`src/rtl/idata_pkg.sv`:
```
package idata_pkg;
  localparam int DATA_W = 8;
  localparam int ADDR_W = 8;
  localparam int BIT_W  = $clog2(DATA_W);

  typedef enum logic [2:0] {
    MODE_DIRECT   = 3'd0,
    MODE_INDIRECT = 3'd1,
    MODE_BIT      = 3'd2,
    MODE_REG      = 3'd3,
    MODE_PUSH     = 3'd4,
    MODE_POP      = 3'd5,
    MODE_NONE6    = 3'd6,
    MODE_NONE7    = 3'd7
  } accMode_e;

  typedef struct packed {
    logic              ramWe;
    logic [ADDR_W-1:0] ramAddr;
    logic              sfrSel;
    logic              spSel;
    logic              spWe;
    logic              spInc;
    logic              spDec;
    logic              bitOp;
    logic [BIT_W-1:0]  bitPos;
    logic              rdLoad;
  } ctrlStrobe_t;
endpackage

```
`src/rtl/idata_ctrl.sv`:
```
module idata_ctrl
  import idata_pkg::*;
#(
  parameter logic [ADDR_W-1:0] SP_ADDR  = 8'h81,
  parameter logic [ADDR_W-1:0] BIT_BASE = 8'h20
) (
  input  logic              clk,
  input  logic              rstN,
  input  logic              reqValid,
  input  accMode_e          reqMode,
  input  logic              reqWrite,
  input  logic [ADDR_W-1:0] reqAddr,
  input  logic [1:0]        bankSel,
  input  logic [ADDR_W-1:0] sp,
  output ctrlStrobe_t       strobe,
  output logic              sfrRd,
  output logic              sfrWr,
  output logic [ADDR_W-1:0] sfrAddr
);
  localparam int SEG_W = ADDR_W - 1 - BIT_W;

  logic upperHalf;
  logic spHit;
  logic sfrWe;

  assign upperHalf = reqAddr[ADDR_W-1];
  assign spHit     = (reqAddr == SP_ADDR);

  always_comb begin
    strobe         = '0;
    strobe.ramAddr = reqAddr;
    sfrWe          = 1'b0;
    if (reqValid) begin
      unique case (reqMode)
        MODE_DIRECT: begin
          strobe.rdLoad = !reqWrite;
          if (!upperHalf) begin
            strobe.ramWe = reqWrite;
          end else if (spHit) begin
            strobe.spSel = 1'b1;
            strobe.spWe  = reqWrite;
          end else begin
            strobe.sfrSel = 1'b1;
            sfrWe         = reqWrite;
          end
        end
        MODE_INDIRECT: begin
          strobe.rdLoad = !reqWrite;
          strobe.ramWe  = reqWrite;
        end
        MODE_BIT: begin
          strobe.rdLoad = !reqWrite;
          strobe.bitOp  = 1'b1;
          strobe.bitPos = reqAddr[BIT_W-1:0];
          if (!upperHalf) begin
            strobe.ramAddr = BIT_BASE + ADDR_W'(reqAddr[BIT_W +: SEG_W]);
            strobe.ramWe   = reqWrite;
          end else begin
            strobe.ramAddr = {reqAddr[ADDR_W-1:BIT_W], {BIT_W{1'b0}}};
            strobe.sfrSel  = 1'b1;
            sfrWe          = reqWrite;
          end
        end
        MODE_REG: begin
          strobe.rdLoad  = !reqWrite;
          strobe.ramAddr = ADDR_W'({bankSel, reqAddr[2:0]});
          strobe.ramWe   = reqWrite;
        end
        MODE_PUSH: begin
          strobe.ramAddr = sp + ADDR_W'(1);
          strobe.ramWe   = 1'b1;
          strobe.spInc   = 1'b1;
        end
        MODE_POP: begin
          strobe.ramAddr = sp;
          strobe.rdLoad  = 1'b1;
          strobe.spDec   = 1'b1;
        end
        default: strobe = '0;
      endcase
    end
  end

  assign sfrRd   = strobe.sfrSel && (!sfrWe || strobe.bitOp);
  assign sfrWr   = strobe.sfrSel && sfrWe;
  assign sfrAddr = strobe.ramAddr;

  // Indirect and stack accesses never reach the SFR bus
  assert_indirect_no_sfr_R4: assert property (@(posedge clk) disable iff (!rstN)
    (reqValid && (reqMode == MODE_INDIRECT || reqMode == MODE_PUSH || reqMode == MODE_POP))
      |-> (!sfrRd && !sfrWr));

  // Upper bit addresses go out byte-aligned with a read of the host byte
  assert_sfr_bit_aligned_R8: assert property (@(posedge clk) disable iff (!rstN)
    (reqValid && reqMode == MODE_BIT && upperHalf)
      |-> (sfrAddr[BIT_W-1:0] == '0 && sfrRd));

  // The stack pointer address never leaks onto the bus on a direct access
  assert_sp_private_R11: assert property (@(posedge clk) disable iff (!rstN)
    (reqValid && reqMode == MODE_DIRECT && spHit) |-> (!sfrRd && !sfrWr));
endmodule

```
`src/rtl/idata_dpath.sv`:
```
module idata_dpath
  import idata_pkg::*;
#(
  parameter logic [ADDR_W-1:0] SP_RESET = 8'h07
) (
  input  logic              clk,
  input  logic              rstN,
  input  ctrlStrobe_t       strobe,
  input  logic [DATA_W-1:0] reqWdata,
  input  logic              reqBit,
  input  logic [DATA_W-1:0] sfrRdata,
  output logic [ADDR_W-1:0] sp,
  output logic [DATA_W-1:0] sfrWdata,
  output logic              rdValid,
  output logic [DATA_W-1:0] rdData,
  output logic              rdBit
);
  localparam int DEPTH = 1 << ADDR_W;

  logic [DATA_W-1:0] mem [DEPTH];
  logic [DATA_W-1:0] readByte;
  logic [DATA_W-1:0] mergedByte;
  logic [DATA_W-1:0] writeByte;

  always_comb begin
    if (strobe.sfrSel)     readByte = sfrRdata;
    else if (strobe.spSel) readByte = sp;
    else                   readByte = mem[strobe.ramAddr];
  end

  always_comb begin
    mergedByte                = readByte;
    mergedByte[strobe.bitPos] = reqBit;
  end

  assign writeByte = strobe.bitOp ? mergedByte : reqWdata;
  assign sfrWdata  = writeByte;

  always_ff @(posedge clk) begin
    if (strobe.ramWe) mem[strobe.ramAddr] <= writeByte;
  end

  always_ff @(posedge clk or negedge rstN) begin
    if (!rstN)             sp <= SP_RESET;
    else if (strobe.spWe)  sp <= writeByte;
    else if (strobe.spInc) sp <= sp + ADDR_W'(1);
    else if (strobe.spDec) sp <= sp - ADDR_W'(1);
  end

  always_ff @(posedge clk or negedge rstN) begin
    if (!rstN) begin
      rdValid <= 1'b0;
      rdData  <= '0;
      rdBit   <= 1'b0;
    end else begin
      rdValid <= strobe.rdLoad;
      if (strobe.rdLoad) begin
        rdData <= readByte;
        rdBit  <= readByte[strobe.bitPos];
      end
    end
  end

  // A bit write never disturbs more than one bit of its host byte
  assert_single_bit_R6: assert property (@(posedge clk) disable iff (!rstN)
    (strobe.ramWe && strobe.bitOp) |-> ($countones(writeByte ^ readByte) <= 1));

  // Push advances the pointer by exactly one
  assert_push_step_R9: assert property (@(posedge clk) disable iff (!rstN)
    strobe.spInc |=> (sp == $past(sp) + ADDR_W'(1)));

  // Pop retreats the pointer by exactly one, wrapping
  assert_pop_step_R10: assert property (@(posedge clk) disable iff (!rstN)
    strobe.spDec |=> (sp == $past(sp) - ADDR_W'(1)));
endmodule

```
`src/rtl/idata_access_unit.sv`:
```
module idata_access_unit
  import idata_pkg::*;
#(
  parameter logic [ADDR_W-1:0] SP_ADDR  = 8'h81,
  parameter logic [ADDR_W-1:0] SP_RESET = 8'h07,
  parameter logic [ADDR_W-1:0] BIT_BASE = 8'h20
) (
  input  logic              clk,
  input  logic              rstN,
  input  logic              reqValid,
  input  logic [2:0]        reqMode,
  input  logic              reqWrite,
  input  logic [ADDR_W-1:0] reqAddr,
  input  logic [DATA_W-1:0] reqWdata,
  input  logic              reqBit,
  input  logic [1:0]        bankSel,
  output logic              rdValid,
  output logic [DATA_W-1:0] rdData,
  output logic              rdBit,
  output logic              sfrRd,
  output logic              sfrWr,
  output logic [ADDR_W-1:0] sfrAddr,
  output logic [DATA_W-1:0] sfrWdata,
  input  logic [DATA_W-1:0] sfrRdata
);
  ctrlStrobe_t       strobe;
  logic [ADDR_W-1:0] sp;

  idata_ctrl #(
    .SP_ADDR  (SP_ADDR),
    .BIT_BASE (BIT_BASE)
  ) u_ctrl (
    .clk      (clk),
    .rstN     (rstN),
    .reqValid (reqValid),
    .reqMode  (accMode_e'(reqMode)),
    .reqWrite (reqWrite),
    .reqAddr  (reqAddr),
    .bankSel  (bankSel),
    .sp       (sp),
    .strobe   (strobe),
    .sfrRd    (sfrRd),
    .sfrWr    (sfrWr),
    .sfrAddr  (sfrAddr)
  );

  idata_dpath #(
    .SP_RESET (SP_RESET)
  ) u_dpath (
    .clk      (clk),
    .rstN     (rstN),
    .strobe   (strobe),
    .reqWdata (reqWdata),
    .reqBit   (reqBit),
    .sfrRdata (sfrRdata),
    .sp       (sp),
    .sfrWdata (sfrWdata),
    .rdValid  (rdValid),
    .rdData   (rdData),
    .rdBit    (rdBit)
  );

  // A valid result only ever follows a request one cycle earlier
  assert_read_latency_R12: assert property (@(posedge clk) disable iff (!rstN)
    rdValid |-> $past(reqValid));
endmodule

```
`config.mk`:
```
export PLATFORM = sky130hd
export DESIGN_NAME = idata_access_unit
export DESIGN_NICKNAME = d
export VERILOG_FILES = /design/src/rtl/idata_pkg.sv /design/src/rtl/idata_ctrl.sv /design/src/rtl/idata_dpath.sv /design/src/rtl/idata_access_unit.sv
export SDC_FILE = /design/constraint.sdc
export NUM_CORES = 2
export LEC_CHECK = 0
export ABC_AREA = 1
export BUFFER_PORTS_ARGS = -buffer_cell sky130_fd_sc_hd__buf_4
export CORE_AREA = 2 2 531 322
export DETAILED_ROUTE_END_ITERATION = 8
export DIE_AREA = 0 0 533 324
export PLACE_DENSITY_LB_ADDON = 0.15
export SETUP_SLACK_MARGIN = 0.05
export SKIP_LAST_GASP = 1
export SYNTH_ARGS = -nofsm -noshare
export SYNTH_HDL_FRONTEND = slang
export SYNTH_SLANG_ARGS = --single-unit
```
`constraint.sdc`:
```
create_clock -name clk -period 6.3 [get_ports clk]
set_input_delay 0.63 -clock clk [delete_from_list [all_inputs] [get_ports clk]]
set_output_delay 0.63 -clock clk [all_outputs]
set_load 0.05 [all_outputs]
```
* Word level (Yosys, flattened, before mapping) *
Memory sizes are Yosys's and may differ from the RTL's.
Cells that the tools add are included.

storage, ports and cells
  RAM bits = 2048
  output and inout bits = 28
  memories = 1
  register bits = 18
  word-level logic and storage cells = 61
  bits of input ports = 34

operators by class
  magnitude comparators = 2
  mux-type cells = 33
  reductions and logical operators = 12
  add/subtract/negate cells = 3
  eq/ne operators = 6

memory list
  name         depth  width  read ports  clocked after Yosys merged registers in  write ports  line               RTL
  u_dpath.mem  256    8      1           0                                        1            idata_dpath.sv:20  logic [DATA_W-1:0] mem [DEPTH];

operators with widths
  kind                                                                count
  two-way mux 8 bit                                                   7
  case mux 8 bit (5 select lines)                                     1
  two-way mux 19 bit                                                  1
  two-way mux 1 bit                                                   13
  adder 8 x 1 -> 8 bit (second input constant)                        1
  bitwise mux 8 bit                                                   1
  == test 8 bit (second input constant)                               1
  subtractor 8 x 1 -> 8 bit (second input constant)                   1
  adder 6 x 4 -> 7 bit (first input constant)                         1
  == test 3 x 2 -> 1 bit (second input constant)                      2
  == test 3 bit (second input constant)                               2
  case mux 1 bit (2 select lines)                                     3
  OR reduction 2 bit                                                  3
  < comparator 3 x 4 -> 1 bit (second input constant)                 1
  two-way mux 2 bit                                                   2
  two-way mux 4 bit                                                   1
  OR reduction 4 bit                                                  1
  binary-select mux 1 bit (select 3 bit)                              1
  demux 1 bit (select 3 bit)                                          1
  == test 3 x 1 -> 1 bit (second input constant)                      1
  greater-or-equal comparator 3 x 1 -> 1 bit (second input constant)  1
  logical AND 1 bit                                                   3
  logical NOT 3 bit                                                   1
  two-way mux 3 bit                                                   1
  4 further kinds                                                     5

* Depth between registers and ports, before layout *
  word-level depth = 12
  gate-level depth with buffers = 29
  mapped depth without buffers = 26

* By module *
Synthesis repeated with hierarchy kept, for this count alone.

second synthesis, totals
  cell total of the unflattened synthesis = 7798
  area total of the unflattened synthesis = 84848.9 um2

by module, submodules not included
  module       cells an instance  seq. area each (um2)  area an instance (um2)  times used
  idata_dpath  7639               61953.2               84104.4                 1
  idata_ctrl   159                0.0                   744.5                   1

* Worst setup path before layout *
No wires, ideal clock.

  kind = input to register
  start = in reqMode[2]
  end = mem u_dpath.mem[0][2], data pin
  stages on the path = 21
  arrival = 6.122 ns
  setup slack = -0.713 ns
  path buffers = 4
  setup time = 0.890 ns
  data required time = 5.410 ns
  cells stage by stage = buf_2 inv_1 nand2_1 o211ai_2 nand2_1 a21boi_1 buf_2 buf_2 buf_1 nand2_1 nand2_1 nand2_1 nand2_1 o21ai_1 nand2_1 nand2_1 nand3_1 o21bai_1 nand2_1 o21ai_1 nand2_1

between the ends
  cells in the longest elaborated chain, start to end = 9
  elaborated cells on any way between the ends = 22
  those cells by class = 2 x order compare; 5 x eq/ne; 11 x mux; 3 x reduce/logical; 1 x memory

RTL lines
  element                                                                   line                                  RTL
  start, declared                                                           idata_access_unit.sv:11               input logic [2:0] reqMode,
  == test 3 x 1 -> 1 bit, or another cell as far along                      idata_ctrl.sv:34                      unique case (reqMode)
  OR reduction 2 bit (no source line) or two-way mux 4 bit (tied branches)  --
  case mux 8 bit (5 select lines) or two-way mux 19 bit (tied branches)     idata_ctrl.sv:34, idata_ctrl.sv:33
  two-way mux 19 bit (*)                                                    idata_ctrl.sv:33                      if (reqValid) begin
  memory (256 x 8 bit) or logical AND 1 bit (tied branches)                 --
  two-way mux 8 bit or two-way mux 1 bit (tied branches)                    idata_dpath.sv:27, idata_dpath.sv:33
  two-way mux 8 bit or demux 1 bit (select 3 bit) (tied branches)           --
  bitwise mux 8 bit                                                         idata_dpath.sv:33                     mergedByte[strobe.bitPos] = reqBit;
  two-way mux 8 bit (*)                                                     idata_dpath.sv:36                     assign writeByte = strobe.bitOp ? mergedByte : reqWdata;
  named net sfrWdata[2]                                                     idata_access_unit.sv:23               output logic [DATA_W-1:0] sfrWdata,
  end, declared                                                             idata_dpath.sv:20

The timed path passes the listed nets; every way through them passes the cells marked *.

* Worst setup path in the final report *
  start = reg u_dpath.sp[0]
  end = out sfrWdata[0]

between the ends
  cells in the longest elaborated chain, start to end = 8

RTL lines
  element                          line                     RTL
  start, declared                  idata_dpath.sv:12        output logic [ADDR_W-1:0] sp,
  start signal, assigned           idata_dpath.sv:45        else if (strobe.spWe) sp <= writeByte;
  start signal, assigned           idata_dpath.sv:46        else if (strobe.spInc) sp <= sp + ADDR_W'(1);
  start signal, assigned           idata_dpath.sv:47        else if (strobe.spDec) sp <= sp - ADDR_W'(1);
  adder 8 x 1 -> 8 bit             idata_ctrl.sv:70         strobe.ramAddr = sp + ADDR_W'(1);
  case mux 8 bit (5 select lines)  idata_ctrl.sv:34
  two-way mux 19 bit               idata_ctrl.sv:33
  memory (256 x 8 bit)             --
  two-way mux 8 bit (*)            idata_dpath.sv:27        else if (strobe.spSel) readByte = sp;
  two-way mux 8 bit (*)            idata_dpath.sv:26        if (strobe.sfrSel) readByte = sfrRdata;
  bitwise mux 8 bit (*)            idata_dpath.sv:33
  two-way mux 8 bit (*)            idata_dpath.sv:36
  end, declared                    idata_access_unit.sv:23

Every way passes the cells marked *; elsewhere a longest branch is shown, timed or not.

==> results_tabular.tex <==
\begin{tabular}{lr}
\hline
Metric & Value \\
\hline
\multicolumn{2}{l}{\textbf{GRT}} \\
\quad GRT Util Overall & 30.6\% \\
\quad Antenna violations before repair & 7 \\
\quad Number of global-route vias before repair & 58148 \\
\quad Maximum number of pins on one net before global-route repair & 142 \\
\quad GRT Residual Overflow & 0 \\
\quad Wire length of the first global-routing pass & 393000 um \\
\multicolumn{2}{l}{\textbf{Detailed routing}} \\
\quad Number of remaining DRC errors & 0 \\
\quad Starting DRC count in detailed routing & 8272 \\
\quad First drt pass iteration count & 6 \\
\quad Vias per inst & 5.68 \\
\quad Uppermost layer routed & met5 \\
\quad DR vias & 63260 \\
\quad Met2 routed WL & 111000 um \\
\quad Detailed-routed wire length on met3 & 33300 um \\
\quad Routed wire per std cell & 24.0 um \\
\quad WL met1 & 115000 um \\
\quad Final routed wirelength across all metal layers & 267000 um \\
\quad Residual antenna-violating net count after detailed routing & 0 \\
\multicolumn{2}{l}{\textbf{STA}} \\
\quad Number of hold violations in the final report & 0 \\
\quad Setup repair after global routing missed its margin & true \\
\quad Total Negative Setup Slacks & 0 ns \\
\quad Number of pins exceeding their max-slew limit in the final report & 0 \\
\quad Post-layout minimum cycle time & 6.28 ns \\
\quad Final cycle utilization of the critical path & 99.6\% \\
\quad Largest clock skew in the final design & 0.0600 ns \\
\quad Worst rel slew slack & 12.0\% \\
\quad Setup violators final & 0 \\
\quad Least setup slack across all paths after layout & 0.0224 ns \\
\quad Worst Tran Pin Value & 1.32 ns \\
\quad Max Freq & 159 MHz \\
\multicolumn{2}{l}{\textbf{Synth}} \\
\quad Most repeated cell in the gate-level netlist after synthesis & sky130\_fd\_sc\_hd\_\_nand2\_1 \\
\quad Largest area contributor in the synthesized netlist & sky130\_fd\_sc\_hd\_\_edfxtp\_1 \\
\quad Multiplexer area fraction after synthesis & 0\% \\
\quad Area share of the leading cell type in the synthesized netlist & 69.4\% \\
\quad Most area-consuming cells after synthesis & sky130\_fd\_sc\_hd\_\_edfxtp\_1 69\%, sky130\_fd\_sc\_hd\_\_nand2\_1 21\%, sky130\_fd\_sc\_hd\_\_nand3\_1 3.0\%, sky130\_fd\_sc\_hd\_\_nor2\_1 1.7\%, sky130\_fd\_sc\_hd\_\_buf\_2 1.2\% \\
\quad Fraction of the mapped netlist area in adder cells & 0.0282\% \\
\quad Synth unique cells & 37 \\
\quad Compound-Gate Fraction of Synth Area & 1.18\% \\
\quad Cell area after synthesis & 88600 um\^{}2 \\
\quad Sequential share of the synthesized area & 69.9\% \\
\quad EDFF count, synth & 2048 \\
\quad Share of synthesized registers carrying an async set or reset & 0.871\% \\
\quad Area share of and/or/nand/nor cells after synthesis & 25.9\% \\
\quad Yosys warnings & 0 \\
\quad Most used standard cells in the synthesized netlist & 4944 x sky130\_fd\_sc\_hd\_\_nand2\_1, 2048 x sky130\_fd\_sc\_hd\_\_edfxtp\_1, 539 x sky130\_fd\_sc\_hd\_\_nand3\_1 \\
\quad Xor and xnor fraction of the mapped netlist area & 0.0494\% \\
\quad \#FFs+latches synth & 2066 \\
\quad Predominant post-synthesis flop cell & sky130\_fd\_sc\_hd\_\_edfxtp\_1 \\
\quad Net count of the mapped netlist & 8814 \\
\quad Synthesized area divided by synthesized cell count & 10.1 um\^{}2 \\
\quad Cells after synthesis & 8778 \\
\quad Main combinational cell family by area after synthesis & simple AND/OR/NAND/NOR gates \\
\multicolumn{2}{l}{\textbf{Die}} \\
\quad Initial Utilization & 52.7\% \\
\quad Total core area & 168000 um\^{}2 \\
\quad Boundary pin count & 62 \\
\quad Width of the die & 533 um \\
\quad Row count & 117 \\
\quad Y dimension of the die & 324 um \\
\quad Die area & 173000 um\^{}2 \\
\multicolumn{2}{l}{\textbf{Layout}} \\
\quad Post-route standard cell area excluding fillers & 98400 um\^{}2 \\
\quad Total Nets Final & 8777 \\
\quad Area growth from synthesis to layout & 11.1\% \\
\quad Proportion of layout cells with a drive suffix above 1 & 6.80\% \\
\multicolumn{2}{l}{\textbf{Power}} \\
\quad PD cells & 310 nW/um\^{}2 \\
\quad Worst vdd rail ir drop & 0.262 mV \\
\quad Pleak & 39.9 nW \\
\multicolumn{2}{l}{\textbf{Clock network}} \\
\quad Total number of H-tree levels & 4 \\
\quad Clock transition time at the flip-flop clock pins of the worst setup and hold paths & 0.07 ns \\
\quad Largest buffer count on any clock path & 4 \\
\quad CTS tree & done \\
\quad Root buffer cell & sky130\_fd\_sc\_hd\_\_clkbuf\_16 \\
\quad Clock latency at the later pin of the worst-skew pair & 0.86 ns \\
\quad Inserted Clock Buffers & 192 \\
\quad Sinks on the clock net & 2066 \\
\multicolumn{2}{l}{\textbf{Setup path}} \\
\quad Worst reg2reg path endpoint & u\_dpath.mem[219][2] \\
\quad Worst path arrival time & 5.65 ns \\
\quad Worst Reg-to-Reg Cells & 23 \\
\quad Nature of the critical path startpoint & register \\
\quad R2R Setup Slk & 0.78 ns \\
\quad Origin of the critical flop-to-flop path & u\_dpath.sp[0] \\
\quad Crit end category & primary output \\
\quad Critical path start-end classification & register to primary output \\
\quad Maximum fanout along the worst path & 62 \\
\quad Required time worst endpoint & 5.67 ns \\
\multicolumn{2}{l}{\textbf{Placement}} \\
\quad Setup slack at placement & -0.0394 ns \\
\quad Number of port buffers & 61 \\
\quad HPWL reported at the end of detailed placement & 156000 um \\
\quad Post-detailed-placement cell area & 92200 um\^{}2 \\
\quad Global placement routability congestion & 0.901 \\
\multicolumn{2}{l}{\textbf{Worst hold path}} \\
\quad Worst Hold Depth & 3 \\
\quad Startpoint of the lowest-slack hold path & sfrRdata[7] \\
\quad Hold path endpoint & u\_dpath.rdData[7] \\
\quad HP Class & input port to register \\
\multicolumn{2}{l}{\textbf{Job}} \\
\quad Count of max-cap constraint violations & 0 \\
\multicolumn{2}{l}{\textbf{Outcome}} \\
\quad Result of the run & completed \\
\hline
\end{tabular}
## worst max-delay path, stage by stage, from the launching register on
cell and delay [ns]:
sky130_fd_sc_hd__dfstp_2 0.60, sky130_fd_sc_hd__inv_1 0.14, sky130_fd_sc_hd__ha_1 0.35, sky130_fd_sc_hd__nand2_1 0.08, sky130_fd_sc_hd__nand3_1 0.15, sky130_fd_sc_hd__nand2_1 0.20, sky130_fd_sc_hd__nand2_8 0.24, sky130_fd_sc_hd__buf_12 0.29
sky130_fd_sc_hd__buf_4 0.32, sky130_fd_sc_hd__nand2_1 0.08, sky130_fd_sc_hd__nand2_1 0.04, sky130_fd_sc_hd__nand2_1 0.08, sky130_fd_sc_hd__nand2_1 0.08, sky130_fd_sc_hd__o21ai_0 0.64, sky130_fd_sc_hd__nand3_1 0.15, sky130_fd_sc_hd__nand2_1 0.09
sky130_fd_sc_hd__nand2_1 0.06, sky130_fd_sc_hd__inv_1 0.07, sky130_fd_sc_hd__nand2_1 0.09, sky130_fd_sc_hd__nand2_1 0.11, sky130_fd_sc_hd__nand2_1 0.06, sky130_fd_sc_hd__o21ai_1 0.32, sky130_fd_sc_hd__nand2_8 0.13, sky130_fd_sc_hd__buf_4 0.24
## final cells by class
class | instances | area [um^2]
Fill cell | 14026 | 69800
Sequential cell | 2066 | 62000
Multi-Input combinational cell | 6127 | 24500
Clock buffer | 235 | 5050
Timing Repair Buffer | 261 | 2900
Tap cell | 2261 | 2830
Clock inverter | 95 | 836
Inverter | 93 | 364
Antenna cell | 2 | 5.00
## cells by family (layout without fill, tap and decap cells)
logic type / count (synthesis) / after routing
compound gates: 198 / 198
flops: 2066 / 2066
simple gates: 5921 / 5922
fa+ha+maj: 2 / 2
xor+xnor: 5 / 5
buf+inv: 586 / 684
other cells: 0 / 2
## worst max path at each step
stage	startpoint	end	slack [ns]	cells after the start
finish	u_dpath.sp[0]	sfrWdata[0]	0.02	23
global route	u_dpath.sp[2]	sfrWdata[1]	-0.008	24
CTS	u_dpath.sp[0]	sfrWdata[0]	0.04	23
detailed placement	reqMode[1]	sfrWdata[0]	-0.04	30
global placement	reqMode[1]	sfrWdata[0]	0.01	30
floorplan	reqMode[2]	u_dpath.mem[0][4]	-0.65	23
## timing repair
item / in CTS / in global routing
hold buffers: 1 / 0
cloned: 1 / 1
pin swaps: 3 / 1
hold endpoints to repair: 18 / 0
gates resized for setup: 12 / 42
setup endpoints to repair: 8 / 8
setup buffers: 9 / 0
## routing by layer
| layer | global-route usage [%] | vias to the layer above |
|---|---|---|
| li1 | - | 28845 |
| met4 | 8.46 | 6 |
| met3 | 7.28 | 406 |
| met5 | 0 | - |
| met1 | 47.5 | 30371 |
| met2 | 42.9 | 3632 |
## power by group
part	leakage (nW)	switching (W)	total, W	internal, W
logic	18.4	0.00283	0.00378	0.000942
registers	18.6	0.0000681	0.0153	0.0153
clock network	2.89	0.00510	0.0114	0.00628
## through the flow
stage                     hold slack (ns)  util, %  std cells  power [W]
after floorplan                     0.334        -       8778     0.0178
after global placement              0.477     54.8      10796     0.0192
after detailed placement            0.484     54.8      10796     0.0193
after CTS                           0.116     58.4      11137     0.0304
after global routing                0.166     58.5      11138     0.0314
final                               0.159     58.5      11140     0.0305
## placed cells by master, fill, tap and decap left out, types with 21 or more instances in the layout
cell,instances
sky130_fd_sc_hd__nand2_1,4919
sky130_fd_sc_hd__edfxtp_1,2048
sky130_fd_sc_hd__nand3_1,539
sky130_fd_sc_hd__nor2_1,391
sky130_fd_sc_hd__clkbuf_16,196
sky130_fd_sc_hd__buf_4,186
sky130_fd_sc_hd__inv_1,77
sky130_fd_sc_hd__buf_12,70
sky130_fd_sc_hd__o21ai_0,69
sky130_fd_sc_hd__o21ai_1,66
sky130_fd_sc_hd__clkinv_1,41
sky130_fd_sc_hd__clkbuf_1,38
sky130_fd_sc_hd__clkinv_2,35
sky130_fd_sc_hd__a21oi_1,21
## sequential cells by signal (all words and copies together), names as in the netlist
register	cells
u_dpath.sp	8
u_dpath.rdBit	1
u_dpath.mem	2048
u_dpath.rdData	8
u_dpath.rdValid	1
Power figures use the tool's default switching activity.
